[src/rtl/gpio_bank_pkg.sv]
package gpio_bank_pkg;
  localparam int unsigned IDX_W         = 4;
  localparam int unsigned AUTOSLEEP_BIT = 1;

  typedef enum logic [IDX_W-1:0] {
    REG_MASK     = 4'd0,
    REG_DIR      = 4'd1,
    REG_OUT      = 4'd2,
    REG_TRIG     = 4'd3,
    REG_EDGE_POL = 4'd4,
    REG_LVL_POL  = 4'd5,
    REG_SLP_EXCL = 4'd6,
    REG_SLP_LVL  = 4'd7,
    REG_BF_LVL   = 4'd8,
    REG_STATUS   = 4'd9,
    REG_ALT      = 4'd10,
    REG_SLP_CFG  = 4'd11,
    REG_PIN      = 4'd12
  } reg_idx_e;
endpackage

[src/rtl/gpio_bank_regs.sv]
module gpio_bank_regs
  import gpio_bank_pkg::*;
#(
  parameter int unsigned NUM_PINS = 16
) (
  input  logic                clk_i,
  input  logic                rst_ni,
  input  logic [IDX_W-1:0]    idx_i,
  input  logic                we_i,
  input  logic [NUM_PINS-1:0] wdata_i,
  output logic [NUM_PINS-1:0] rdata_o,
  input  logic [NUM_PINS-1:0] status_i,
  input  logic [NUM_PINS-1:0] pin_sync_i,
  output logic [NUM_PINS-1:0] clr_o,
  output logic [NUM_PINS-1:0] mask_o,
  output logic [NUM_PINS-1:0] dir_o,
  output logic [NUM_PINS-1:0] out_o,
  output logic [NUM_PINS-1:0] trig_o,
  output logic [NUM_PINS-1:0] epol_o,
  output logic [NUM_PINS-1:0] lpol_o,
  output logic [NUM_PINS-1:0] sexcl_o,
  output logic [NUM_PINS-1:0] slvl_o,
  output logic [NUM_PINS-1:0] bflvl_o,
  output logic [NUM_PINS-1:0] alt_o,
  output logic                autosleep_o
);
  logic [NUM_PINS-1:0] mask_q, dir_q, out_q, trig_q, epol_q, lpol_q;
  logic [NUM_PINS-1:0] sexcl_q, slvl_q, bflvl_q, alt_q;
  logic                autosleep_q;

  always_ff @(posedge clk_i or negedge rst_ni) begin
    if (!rst_ni) begin
      mask_q      <= '1;
      dir_q       <= '0;
      out_q       <= '0;
      trig_q      <= '0;
      epol_q      <= '0;
      lpol_q      <= '0;
      sexcl_q     <= '0;
      slvl_q      <= '0;
      bflvl_q     <= '0;
      alt_q       <= '0;
      autosleep_q <= 1'b0;
    end else if (we_i) begin
      case (reg_idx_e'(idx_i))
        REG_MASK:     mask_q      <= wdata_i;
        REG_DIR:      dir_q       <= wdata_i;
        REG_OUT:      out_q       <= wdata_i;
        REG_TRIG:     trig_q      <= wdata_i;
        REG_EDGE_POL: epol_q      <= wdata_i;
        REG_LVL_POL:  lpol_q      <= wdata_i;
        REG_SLP_EXCL: sexcl_q     <= wdata_i;
        REG_SLP_LVL:  slvl_q      <= wdata_i;
        REG_BF_LVL:   bflvl_q     <= wdata_i;
        REG_ALT:      alt_q       <= wdata_i;
        REG_SLP_CFG:  autosleep_q <= wdata_i[AUTOSLEEP_BIT];
        default: ;
      endcase
    end
  end

  // write-one-to-clear strobe toward the status logic
  assign clr_o = (we_i && (idx_i == REG_STATUS)) ? wdata_i : '0;

  always_comb begin
    rdata_o = '0;
    case (reg_idx_e'(idx_i))
      REG_MASK:     rdata_o = mask_q;
      REG_DIR:      rdata_o = dir_q;
      REG_OUT:      rdata_o = out_q;
      REG_TRIG:     rdata_o = trig_q;
      REG_EDGE_POL: rdata_o = epol_q;
      REG_LVL_POL:  rdata_o = lpol_q;
      REG_SLP_EXCL: rdata_o = sexcl_q;
      REG_SLP_LVL:  rdata_o = slvl_q;
      REG_BF_LVL:   rdata_o = bflvl_q;
      REG_STATUS:   rdata_o = status_i;
      REG_ALT:      rdata_o = alt_q;
      REG_SLP_CFG:  rdata_o[AUTOSLEEP_BIT] = autosleep_q;
      REG_PIN:      rdata_o = pin_sync_i;
      default:      rdata_o = '0;
    endcase
  end

  assign mask_o      = mask_q;
  assign dir_o       = dir_q;
  assign out_o       = out_q;
  assign trig_o      = trig_q;
  assign epol_o      = epol_q;
  assign lpol_o      = lpol_q;
  assign sexcl_o     = sexcl_q;
  assign slvl_o      = slvl_q;
  assign bflvl_o     = bflvl_q;
  assign alt_o       = alt_q;
  assign autosleep_o = autosleep_q;

  p_dir_write_r3: assert property (@(posedge clk_i) disable iff (!rst_ni)
    (we_i && (idx_i == REG_DIR)) |=> (dir_o == $past(wdata_i)));

  p_pin_ro_r4: assert property (@(posedge clk_i) disable iff (!rst_ni)
    (we_i && (idx_i == REG_PIN)) |=> ($stable(mask_o) && $stable(out_o) && $stable(alt_o)));
endmodule

[src/rtl/gpio_irq_detect.sv]
module gpio_irq_detect #(
  parameter int unsigned NUM_PINS = 16
) (
  input  logic                clk_i,
  input  logic                rst_ni,
  input  logic [NUM_PINS-1:0] pin_i,
  input  logic [NUM_PINS-1:0] trig_i,
  input  logic [NUM_PINS-1:0] epol_i,
  input  logic [NUM_PINS-1:0] lpol_i,
  input  logic [NUM_PINS-1:0] mask_i,
  input  logic [NUM_PINS-1:0] clr_i,
  output logic [NUM_PINS-1:0] status_o,
  output logic [NUM_PINS-1:0] pin_sync_o,
  output logic                irq_o
);
  logic [NUM_PINS-1:0] s1_q, s2_q, prev_q, status_q, det;

  always_ff @(posedge clk_i or negedge rst_ni) begin
    if (!rst_ni) begin
      s1_q   <= '0;
      s2_q   <= '0;
      prev_q <= '0;
    end else begin
      s1_q   <= pin_i;
      s2_q   <= s1_q;
      prev_q <= s2_q;
    end
  end

  for (genvar g = 0; g < NUM_PINS; g++) begin : g_pin
    assign det[g] = trig_i[g] ? ((s2_q[g] != prev_q[g]) && (s2_q[g] == epol_i[g]))
                              : (s2_q[g] == lpol_i[g]);
  end

  // detection beats a simultaneous clear
  always_ff @(posedge clk_i or negedge rst_ni) begin
    if (!rst_ni) status_q <= '0;
    else         status_q <= (status_q & ~clr_i) | det;
  end

  assign status_o   = status_q;
  assign pin_sync_o = s2_q;
  assign irq_o      = |(status_q & ~mask_i);

  p_status_sticky_r7: assert property (@(posedge clk_i) disable iff (!rst_ni)
    1'b1 |=> ((($past(status_q) & ~$past(clr_i)) & ~status_q) == '0));

  p_edge_needs_change_r5: assert property (@(posedge clk_i) disable iff (!rst_ni)
    1'b1 |=> ((status_q & ~$past(status_q) & $past(trig_i) & ~$past(s2_q ^ prev_q)) == '0));

  p_clear_no_det_r7: assert property (@(posedge clk_i) disable iff (!rst_ni)
    (|clr_i) |=> ((status_q & $past(clr_i & ~det)) == '0));
endmodule

[src/rtl/gpio_out_ctrl.sv]
module gpio_out_ctrl #(
  parameter int unsigned NUM_PINS = 16
) (
  input  logic [NUM_PINS-1:0] out_i,
  input  logic [NUM_PINS-1:0] sexcl_i,
  input  logic [NUM_PINS-1:0] slvl_i,
  input  logic [NUM_PINS-1:0] bflvl_i,
  input  logic                sleep_i,
  input  logic                autosleep_i,
  input  logic                batt_fault_i,
  output logic [NUM_PINS-1:0] pin_o
);
  logic sleep_on;
  assign sleep_on = sleep_i | autosleep_i;

  for (genvar g = 0; g < NUM_PINS; g++) begin : g_mux
    assign pin_o[g] = batt_fault_i             ? bflvl_i[g] :
                      (sleep_on && !sexcl_i[g]) ? slvl_i[g]  : out_i[g];
  end
endmodule

[src/rtl/gpio_irq_bank.sv]
module gpio_irq_bank
  import gpio_bank_pkg::*;
#(
  parameter int unsigned NUM_PINS = 16
) (
  input  logic                clk_i,
  input  logic                rst_ni,
  input  logic [IDX_W-1:0]    addr_i,
  input  logic                we_i,
  input  logic [NUM_PINS-1:0] wdata_i,
  output logic [NUM_PINS-1:0] rdata_o,
  input  logic [NUM_PINS-1:0] pin_i,
  output logic [NUM_PINS-1:0] pin_o,
  output logic [NUM_PINS-1:0] pin_oe_o,
  output logic [NUM_PINS-1:0] alt_sel_o,
  input  logic                sleep_i,
  input  logic                batt_fault_i,
  output logic                irq_o
);
  logic [NUM_PINS-1:0] status, pin_sync, clr, mask, dir, out_lvl, trig, epol, lpol;
  logic [NUM_PINS-1:0] sexcl, slvl, bflvl, alt;
  logic                autosleep;

  gpio_bank_regs #(.NUM_PINS(NUM_PINS)) u_regs (
    .clk_i       (clk_i),
    .rst_ni      (rst_ni),
    .idx_i       (addr_i),
    .we_i        (we_i),
    .wdata_i     (wdata_i),
    .rdata_o     (rdata_o),
    .status_i    (status),
    .pin_sync_i  (pin_sync),
    .clr_o       (clr),
    .mask_o      (mask),
    .dir_o       (dir),
    .out_o       (out_lvl),
    .trig_o      (trig),
    .epol_o      (epol),
    .lpol_o      (lpol),
    .sexcl_o     (sexcl),
    .slvl_o      (slvl),
    .bflvl_o     (bflvl),
    .alt_o       (alt),
    .autosleep_o (autosleep)
  );

  gpio_irq_detect #(.NUM_PINS(NUM_PINS)) u_detect (
    .clk_i      (clk_i),
    .rst_ni     (rst_ni),
    .pin_i      (pin_i),
    .trig_i     (trig),
    .epol_i     (epol),
    .lpol_i     (lpol),
    .mask_i     (mask),
    .clr_i      (clr),
    .status_o   (status),
    .pin_sync_o (pin_sync),
    .irq_o      (irq_o)
  );

  gpio_out_ctrl #(.NUM_PINS(NUM_PINS)) u_out (
    .out_i        (out_lvl),
    .sexcl_i      (sexcl),
    .slvl_i       (slvl),
    .bflvl_i      (bflvl),
    .sleep_i      (sleep_i),
    .autosleep_i  (autosleep),
    .batt_fault_i (batt_fault_i),
    .pin_o        (pin_o)
  );

  assign pin_oe_o  = dir;
  assign alt_sel_o = alt;

  p_fault_wins_r11: assert property (@(posedge clk_i) disable iff (!rst_ni)
    batt_fault_i |-> (pin_o == bflvl));

  p_sleep_levels_r9: assert property (@(posedge clk_i) disable iff (!rst_ni)
    (sleep_i && !batt_fault_i) |-> (((pin_o ^ slvl) & ~sexcl) == '0));

  p_irq_quiet_r8: assert property (@(posedge clk_i) disable iff (!rst_ni)
    (mask == '1) |-> !irq_o);
endmodule

[config.mk]
export PLATFORM = sky130hd
export DESIGN_NAME = gpio_irq_bank
export DESIGN_NICKNAME = d
export VERILOG_FILES = /design/src/rtl/gpio_bank_pkg.sv /design/src/rtl/gpio_bank_regs.sv /design/src/rtl/gpio_irq_detect.sv /design/src/rtl/gpio_out_ctrl.sv /design/src/rtl/gpio_irq_bank.sv
export SDC_FILE = /design/constraint.sdc
export NUM_CORES = 1
export LEC_CHECK = 0
export ABC_CLOCK_PERIOD_IN_PS = 3300
export BUFFER_PORTS_ARGS = -buffer_cell sky130_fd_sc_hd__buf_2
export CORE_MARGIN = 2
export CORE_UTILIZATION = 60
export DETAILED_ROUTE_END_ITERATION = 16
export PLACE_DENSITY = 0.81
export SLEW_MARGIN = 20
export SYNTH_ARGS = -nofsm -noshare
export SYNTH_HDL_FRONTEND = slang
export SYNTH_SLANG_ARGS = --single-unit
[constraint.sdc]
create_clock -name clk_i -period 3.3 [get_ports clk_i]
set_input_delay 0.495 -clock clk_i [delete_from_list [all_inputs] [get_ports clk_i]]
set_output_delay 0.495 -clock clk_i [all_outputs]
set_load 0.1 [all_outputs]
==> metrics.md, run 1 <==
| Metric | Value |
|---|---|
| Detailed Place HPWL | `approximately 16 mm` |
| IO buf count | `105` |
| Area grow syn2layout | `16.7%` |
| Antenna violations before repair | `0` |
| Post-Route Setup TNS | `0 ns` |
| Top Layer Used | `met4` |
| RSZ-0062 raised after global routing | `false` |
| Ys async rst share | `between 90% and 100%` |
| Cell Rows | `48` |
| Internal power | `0.00588 W` |
| Max-Cap Viols | `0` |
| Worst EP required | `between 2 and 3 ns` |
| Largest net degree at the start of global routing | `113` |
| CP Launch Type | `primary input` |
| Clock transition at path regs | `0.06 ns` |
| Post-Layout Inst Area | `roughly 12,000 sq um` |
| #FFs+latches synth | `225` |
| Most common cell after layout, fill and taps aside | `dfrtp_1` |
| CTS tree | `done` |
| WL met2 | `around 13 mm` |
| Postcts setup bufs | `0` |
| Die W | `roughly 140 um` |
| NumNets Final | `929` |
| Post-synth EDFFs | `0` |
| CP Capture Type | `output port` |
| Sequential Power Share | `40.2%` |
| Mapped Cells | `801` |
| Global-route usage over all layers | `30.9%` |
| Clock Skew | `0.0189 ns` |
| Sw frac | `37.8%` |
| First-pass GRT wire length | `around 43 mm` |
| Routed wire length | `27.8 mm` |
| Met3 routed WL | `2.26 mm` |
| Synth Flop Type | `dfrtp_1` |
| Leak Pwr | `5.57 nW` |
| Rel. slew slack | `45.7%` |
| Total CTS buffers | `24` |
| HP Class | `in -> async` |
| Clk buf depth | `3` |
| Avg Cell Area, Syn | `12.9 sq um` |
| Global placement routability congestion | `slightly below 0.9` |
| Fin cells | `around 1,100` |
| # setup viols final | `0` |
| Die area | `about 18,000 sq um` |
| Top cell type's share of synthesized area | `50.6%` |
| Sequential area share after synthesis | `54.6%` |
| Crit share post-route | `88.5%` |
| Critical-path cell list | `buf_2, and4b_1, buf_4, a22o_1, a221oi_1, nand3_1, buf_12` |
| Chip Height | `between 100 and 150 um` |
| Final hold violation count | `0` |
| Time the worst path needs with I/O delays and setup | `2.92 ns` |
| Yosys warns | `0` |
| Crit Path Max Fanout | `15` |
| Slowest-stage cell, CP | `and4b_1` |
| Fillers | `1,163` |
| Vias in the first global route | `7,667` |
| Core area | `roughly 17,000 sq um` |
| Post-CTS sizing | `0` |
| Clock share of power | `29.9%` |
| Mapped cell area | `10,300 sq um` |
| Post-synthesis cell type count | `40` |
| Worst-Skew Late Latency | `0.52 ns` |
| P_sw | `~0.0036 W` |
| Largest cells by area after synthesis | `dfrtp_1, mux2_2, mux2_4` |
| Vias per inst | `6.72` |
| Number of diodes | `0` |
| Classification of the worst setup path | `in -> out` |
| Post-route DRC | `0` |
| Met1 wire length | `11.4 mm` |
| DR pass1 iterations | `7` |
| Placed cell count | `1,087` |
| Clk sink count | `225` |
| DP Area | `11,200 sq um` |
| Crit path DAT | `about 2.4 ns` |
| Share of cells above drive strength 1 | `36.9%` |
| Peak VDD IR | `0.553 mV` |
| Slowest stage delay, CP | `0.44 ns` |
| Most frequent cells in the layout | `dfrtp_1, mux2_2, buf_2` |
| Max frequency | `342 MHz` |
| Avg WL per Cell | `~25 um` |
| Synth area leader | `dfrtp_1` |
| Remaining Overflow, GRT | `0` |
| Via count | `7,603` |
| Clock Root Buffer | `clkbuf_16` |
| Max Slew Vio Count | `0` |
| Worst Max-Slew Pin Slew | `0.814 ns` |
| Final ANT Viol Nets | `0` |
| Top-level I/O count | `about 110` |
| Power Density | `783 nW/um^2` |
| Initial Util | `60.6%` |
| DR iter-0 viols | `just under 800` |
| H-tree levels | `1` |
| Comb power frac | `29.9%` |
| Syn nets | `842` |
| Post-CTS Hold Buffers | `0` |
| Outcome | `completed` |
synthesized netlist by cell type, types with 16 or more instances:
library cell	instances
a221oi_1	49
a22o_1	47
clkbuf_1	29
dfrtp_1	209
dfstp_2	16
inv_1	32
mux2_1	24
mux2_2	97
mux2_4	40
mux2i_1	16
nand2_1	55
nand3_1	16
nor2_1	28
o21ai_0	32
o22ai_1	18
final cells by class:
cell class                 count  area [sq um]  area share (%)
clock buffer                  35           732            6.06
sequential                   225          5650            46.8
timing repair buffer         117           891            7.38
tap                          225           282            2.33
clock inverter                 9           114           0.943
multi-input combinational    488          4280            35.5
inverter                      32           120           0.995
through the flow:
stage / util (%) / total power, W / hold WS [ns] / setup WS (ns)
global placement: 65.8 / 0.00655 / 0.331 / 0.466
floorplan: - / 0.00592 / 0.199 / 0.193
CTS: 70.8 / 0.00946 / 0.0550 / 0.403
global route: 70.8 / 0.00975 / 0.0604 / 0.311
finish: 70.8 / 0.00945 / 0.0414 / 0.379
detailed placement: 65.8 / 0.00663 / 0.335 / 0.427
worst max-delay path: cells and delay by family:
family	cells	cell delay, ns
simple gates	2	0.64
compound gates	2	0.46
buf+inv	3	0.83
cell families (layout without fill, tap and decap cells):
| logic type | count (synthesis) | after routing | share of synthesized area, % |
|---|---|---|---|
| compound gates | 174 | 174 | 13.2 |
| xor+xnor | 1 | 1 | 0.0847 |
| simple gates | 136 | 136 | 7.46 |
| buf+inv | 88 | 193 | 4.12 |
| mux | 177 | 177 | 20.5 |
| flops | 225 | 225 | 54.6 |
power by group through the flow:
| stage | Clock (W) | Sequential (W) | Combinational, W |
|---|---|---|---|
| floorplan | 0 | 0.00433 | 0.00159 |
| global placement | 0 | 0.00379 | 0.00276 |
| detailed placement | 0 | 0.00382 | 0.00281 |
| CTS | 0.00285 | 0.00378 | 0.00283 |
| global route | 0.00295 | 0.00386 | 0.00295 |
| finish | 0.00282 | 0.00380 | 0.00282 |
routing by layer:
| metal | track usage, % | vias up |
|---|---|---|
| met4 | 14.4 | 0 |
| li1 | - | 3176 |
| met5 | 0 | - |
| met1 | 43.5 | 3888 |
| met3 | 4.90 | 107 |
| met2 | 47.6 | 432 |
path summary, 6_finish.rpt:
kind	from	end	slack [ns]	cells past startpoint
max in group asynchronous	rst_ni	u_regs.mask_o[1]	2.39	2
hold / removal	rst_ni	u_detect.s1_q[14]	0.04	1
setup / recovery	addr_i[3]	rdata_o[5]	0.38	7
min in group clk_i	pin_i[5]	u_detect.s1_q[5]	0.07	1
setup reg to reg	u_regs.trig_o[5]	u_detect.status_o[5]	2.17	4
hold reg to reg	u_detect.s1_q[14]	u_detect.pin_sync_o[14]	0.35	0
No activity file was read; power rests on OpenSTA's default activity.
==> run 2: changes to the inputs <==
--- a/config.mk
+++ b/config.mk
@@ -13,2 +13,3 @@
 export PLACE_DENSITY = 0.81
+export RECOVER_POWER = 50
 export SLEW_MARGIN = 20
--- a/constraint.sdc
+++ b/constraint.sdc
@@ -3,2 +3,2 @@
 set_output_delay 0.495 -clock clk_i [all_outputs]
-set_load 0.1 [all_outputs]
+set_load 0.01 [all_outputs]
==> run 2 against run 1 <==
  * The flow now finishes with violations (capacitance limit, slew limit)
  * Critical endpoint is now rdata_o[12]
  * Largest cell class unchanged
  * Register-to-register slack about the same
  * Clock skew down 0.0058 ns
  * Highest routed layer unchanged
  * Utilization down 2.1 points
  * Clock-buffer cell count up 1
  * Sequential cell count unchanged
==> metrics.md, run 2 (synthesized netlist as in run 1, its figures left out) <==
| Metric | Value |
|---|---|
| Crit Path Max Fanout | `17 (was 15)` |
| Share of cells above drive strength 1 | `35.9% (was 36.9%)` |
| Post-route DRC | `0 (unchanged)` |
| Final hold violation count | `0 (unchanged)` |
| Critical-path cell list | `buf_2, and4bb_2, a22o_1, a221oi_1, nand3_1, buf_2 (was buf_2, and4b_1, buf_4, a22o_1, a221oi_1, nand3_1, buf_12)` |
| Hold_ws | `0.0744 ns (was 0.0414 ns)` |
| Rel. slew slack | `-72.1% (was 45.7%)` |
| Max-Cap Viols | `1 (was 0)` |
| Classification of the worst setup path | `in -> out (unchanged)` |
| Time the worst path needs with I/O delays and setup | `2.71 ns (was 2.92 ns)` |
| RSZ-0062 raised after global routing | `false (unchanged)` |
| Worst EP required | `2.80 ns (about the same)` |
| Worst r2r dst | `u_detect.status_o[14] (was u_detect.status_o[5])` |
| Leak Pwr | `5.44 nW (was 5.57 nW)` |
| Post-CTS Hold Buffers | `0 (unchanged)` |
| Total Power | `0.00782 W (was 0.00945 W)` |
| Post-CTS sizing | `0 (unchanged)` |
| # setup viols final | `0 (unchanged)` |
| Hold depth | `1` |
| Peak VDD IR | `0.496 mV (was 0.553 mV)` |
| NumNets Final | `926 (was 929)` |
| Crit share post-route | `82.1% (was 88.5%)` |
| Cell Rows | `48 (unchanged)` |
| Final ANT Viol Nets | `0 (unchanged)` |
| HP Class | `in -> reg (was in -> async)` |
| CP Capture Type | `output port (unchanged)` |
| DR pass1 iterations | `5 (was 7)` |
| Vias per inst | `6.51 (was 6.72)` |
| Remaining Overflow, GRT | `0 (unchanged)` |
| Vias in the first global route | `7,249 (was 7,667)` |
| Core area | `17,100 sq um (unchanged)` |
| Worst-Skew Late Latency | `0.52 ns (about the same)` |
| Slowest stage delay, CP | `0.51 ns (was 0.44 ns)` |
| Initial Util | `60.6% (unchanged)` |
| First-pass GRT wire length | `41.5 mm (was 42.9 mm)` |
| Setup ws final | `0.591 ns (was 0.379 ns)` |
| Detailed Place HPWL | `15.9 mm (was 16.5 mm)` |
| Hold Path Sink | `u_detect.s1_q[2]` |
| Top-level I/O count | `106 (unchanged)` |
| Worst Max-Slew Pin Slew | `2.58 ns (was 0.814 ns)` |
| Max frequency | `369 MHz (was 342 MHz)` |
| Avg WL per Cell | `23.8 um (was 24.6 um)` |
| Area grow syn2layout | `13.3% (was 16.7%)` |
| FF-to-FF setup slack | `2.18 ns (was 2.17 ns)` |
| Postcts setup bufs | `0 (unchanged)` |
| Outcome | `finished, violations left (was completed)` |
| R2R Path Start | `u_regs.epol_o[14] (was u_regs.trig_o[5])` |
| Global placement routability congestion | `0.839 (was 0.866)` |
| Clk sink count | `225 (unchanged)` |
| IO buf count | `105 (unchanged)` |
| Final core occ | `68.7% (was 70.8%)` |
| Slowest-stage cell, CP | `and4bb_2 (was and4b_1)` |
| H-tree levels | `1 (unchanged)` |
| Max Slew Vio Count | `102 (was 0)` |
| Crit path DAT | `2.21 ns (was 2.43 ns)` |
| Global-route usage over all layers | `29.6% (was 30.9%)` |
| Clock Skew | `0.0130 ns (was 0.0189 ns)` |
| Post-Route Setup TNS | `0 ns (unchanged)` |
| CP Launch Type | `primary input (unchanged)` |
| Total CTS buffers | `23 (was 24)` |
| Power Density | `667 nW/um^2 (was 783 nW/um^2)` |
| Most common cell on crit path | `buf_2` |
| Routed wire length | `26.8 mm (was 27.8 mm)` |
| HP Start | `pin_i[2]` |
| Number of diodes | `0 (unchanged)` |
| Antenna violations before repair | `0 (unchanged)` |
| WP buf/inv | `2 (was 3)` |
| Register cell area after layout | `5650 sq um (unchanged)` |
| Chip Height | `135 um (unchanged)` |
| Die W | `135 um (unchanged)` |
| Clock Root Buffer | `clkbuf_16 (unchanged)` |
| Via count | `7,342 (was 7,603)` |
| Largest net degree at the start of global routing | `104 (was 113)` |
| CTS tree | `done (unchanged)` |
| Largest delay share family, worst path | `simple AND/OR/NAND/NOR gates (was buffers and inverters)` |
| Fillers | `1,217 (was 1,163)` |
| Violated checks | `capacitance limit, slew limit` |
| Placement Setup Slack | `0.615 ns (was 0.427 ns)` |
| Most frequent cells in the layout | `dfrtp_1, buf_2, mux2_2 (was dfrtp_1, mux2_2, buf_2)` |
| Die area | `18,300 sq um (unchanged)` |
| Worst Reg2Reg Path Length in Cells | `4 (unchanged)` |
| Most common cell after layout, fill and taps aside | `dfrtp_1 (unchanged)` |
| DR iter-0 viols | `859 (was 791)` |
| Clk buf depth | `3 (unchanged)` |
| Multi-input logic area | `4280 sq um (unchanged)` |
| Clock transition at path regs | `0.06 ns (about the same)` |
[run 2: cell types whose count changed in the layout (fill, tap and decap cells not counted), moves of 2 or more]
cell	previous run	this run
o21ai_1	16	0
buf_12	18	2
buf_2	88	104
clkinv_2	4	2
clkbuf_1	2	8
clkbuf_8	9	5
buf_4	10	8
o21ai_0	16	32
clkinv_4	2	0
[run 2: layout make-up]
| cell class | instances | area share [%] |
|---|---|---|
| Clock buffer | 36 | 5.75 |
| Clock inverter | 6 | 0.737 |
| Inverter | 32 | 1.02 |
| Multi-Input combinational cell | 488 | 36.5 |
| Sequential cell | 225 | 48.2 |
| Tap cell | 225 | 2.40 |
| Timing Repair Buffer | 115 | 5.34 |
[run 2: worst max-delay path by stage]
stage,startpoint,endpoint,slack (ns),depth (start not counted)
detailed placement,addr_i[1],u_regs.alt_o[14],0.61,4
CTS,addr_i[0],rdata_o[12],0.65,6
global placement,addr_i[3],rdata_o[15],0.66,6
finish,addr_i[2],rdata_o[12],0.59,6
global route,rst_ni,u_regs.bflvl_o[9],0.45,1
floorplan,addr_i[2],rdata_o[12],1.06,7
[run 2: worst reg2reg max path: stages, from the launching register on]
cell and delay (ns):
dfrtp_1 0.42, nor2_1 0.07, nand2_1 0.06, o21ai_0 0.10, a221o_1 0.36
[run 2: power by group]
part | total (W) | internal, W | switching [W]
sequential | 0.00379 | 0.00329 | 0.000496
clock | 0.00261 | 0.00156 | 0.00105
combinational | 0.00141 | 0.000765 | 0.000649
[run 2: stage by stage]
step | instance area (sq um) | instances
global route | 11700 | 1127
detailed placement | 11000 | 1085
CTS | 11700 | 1127
finish | 11700 | 1127
global placement | 11000 | 1085
floorplan | 10300 | 801
[run 2: routing by layer]
metal  share of wire (%)  vias up  global-route usage [%]  wire length [um]
li1                    -     3169                       -                 -
met1                  41     3719                    40.8             10900
met2                  48      377                    46.9             12800
met3                 7.4       77                    5.05              2000
met4                 4.1        0                    12.8              1100
met5                   0        -                       0                 0
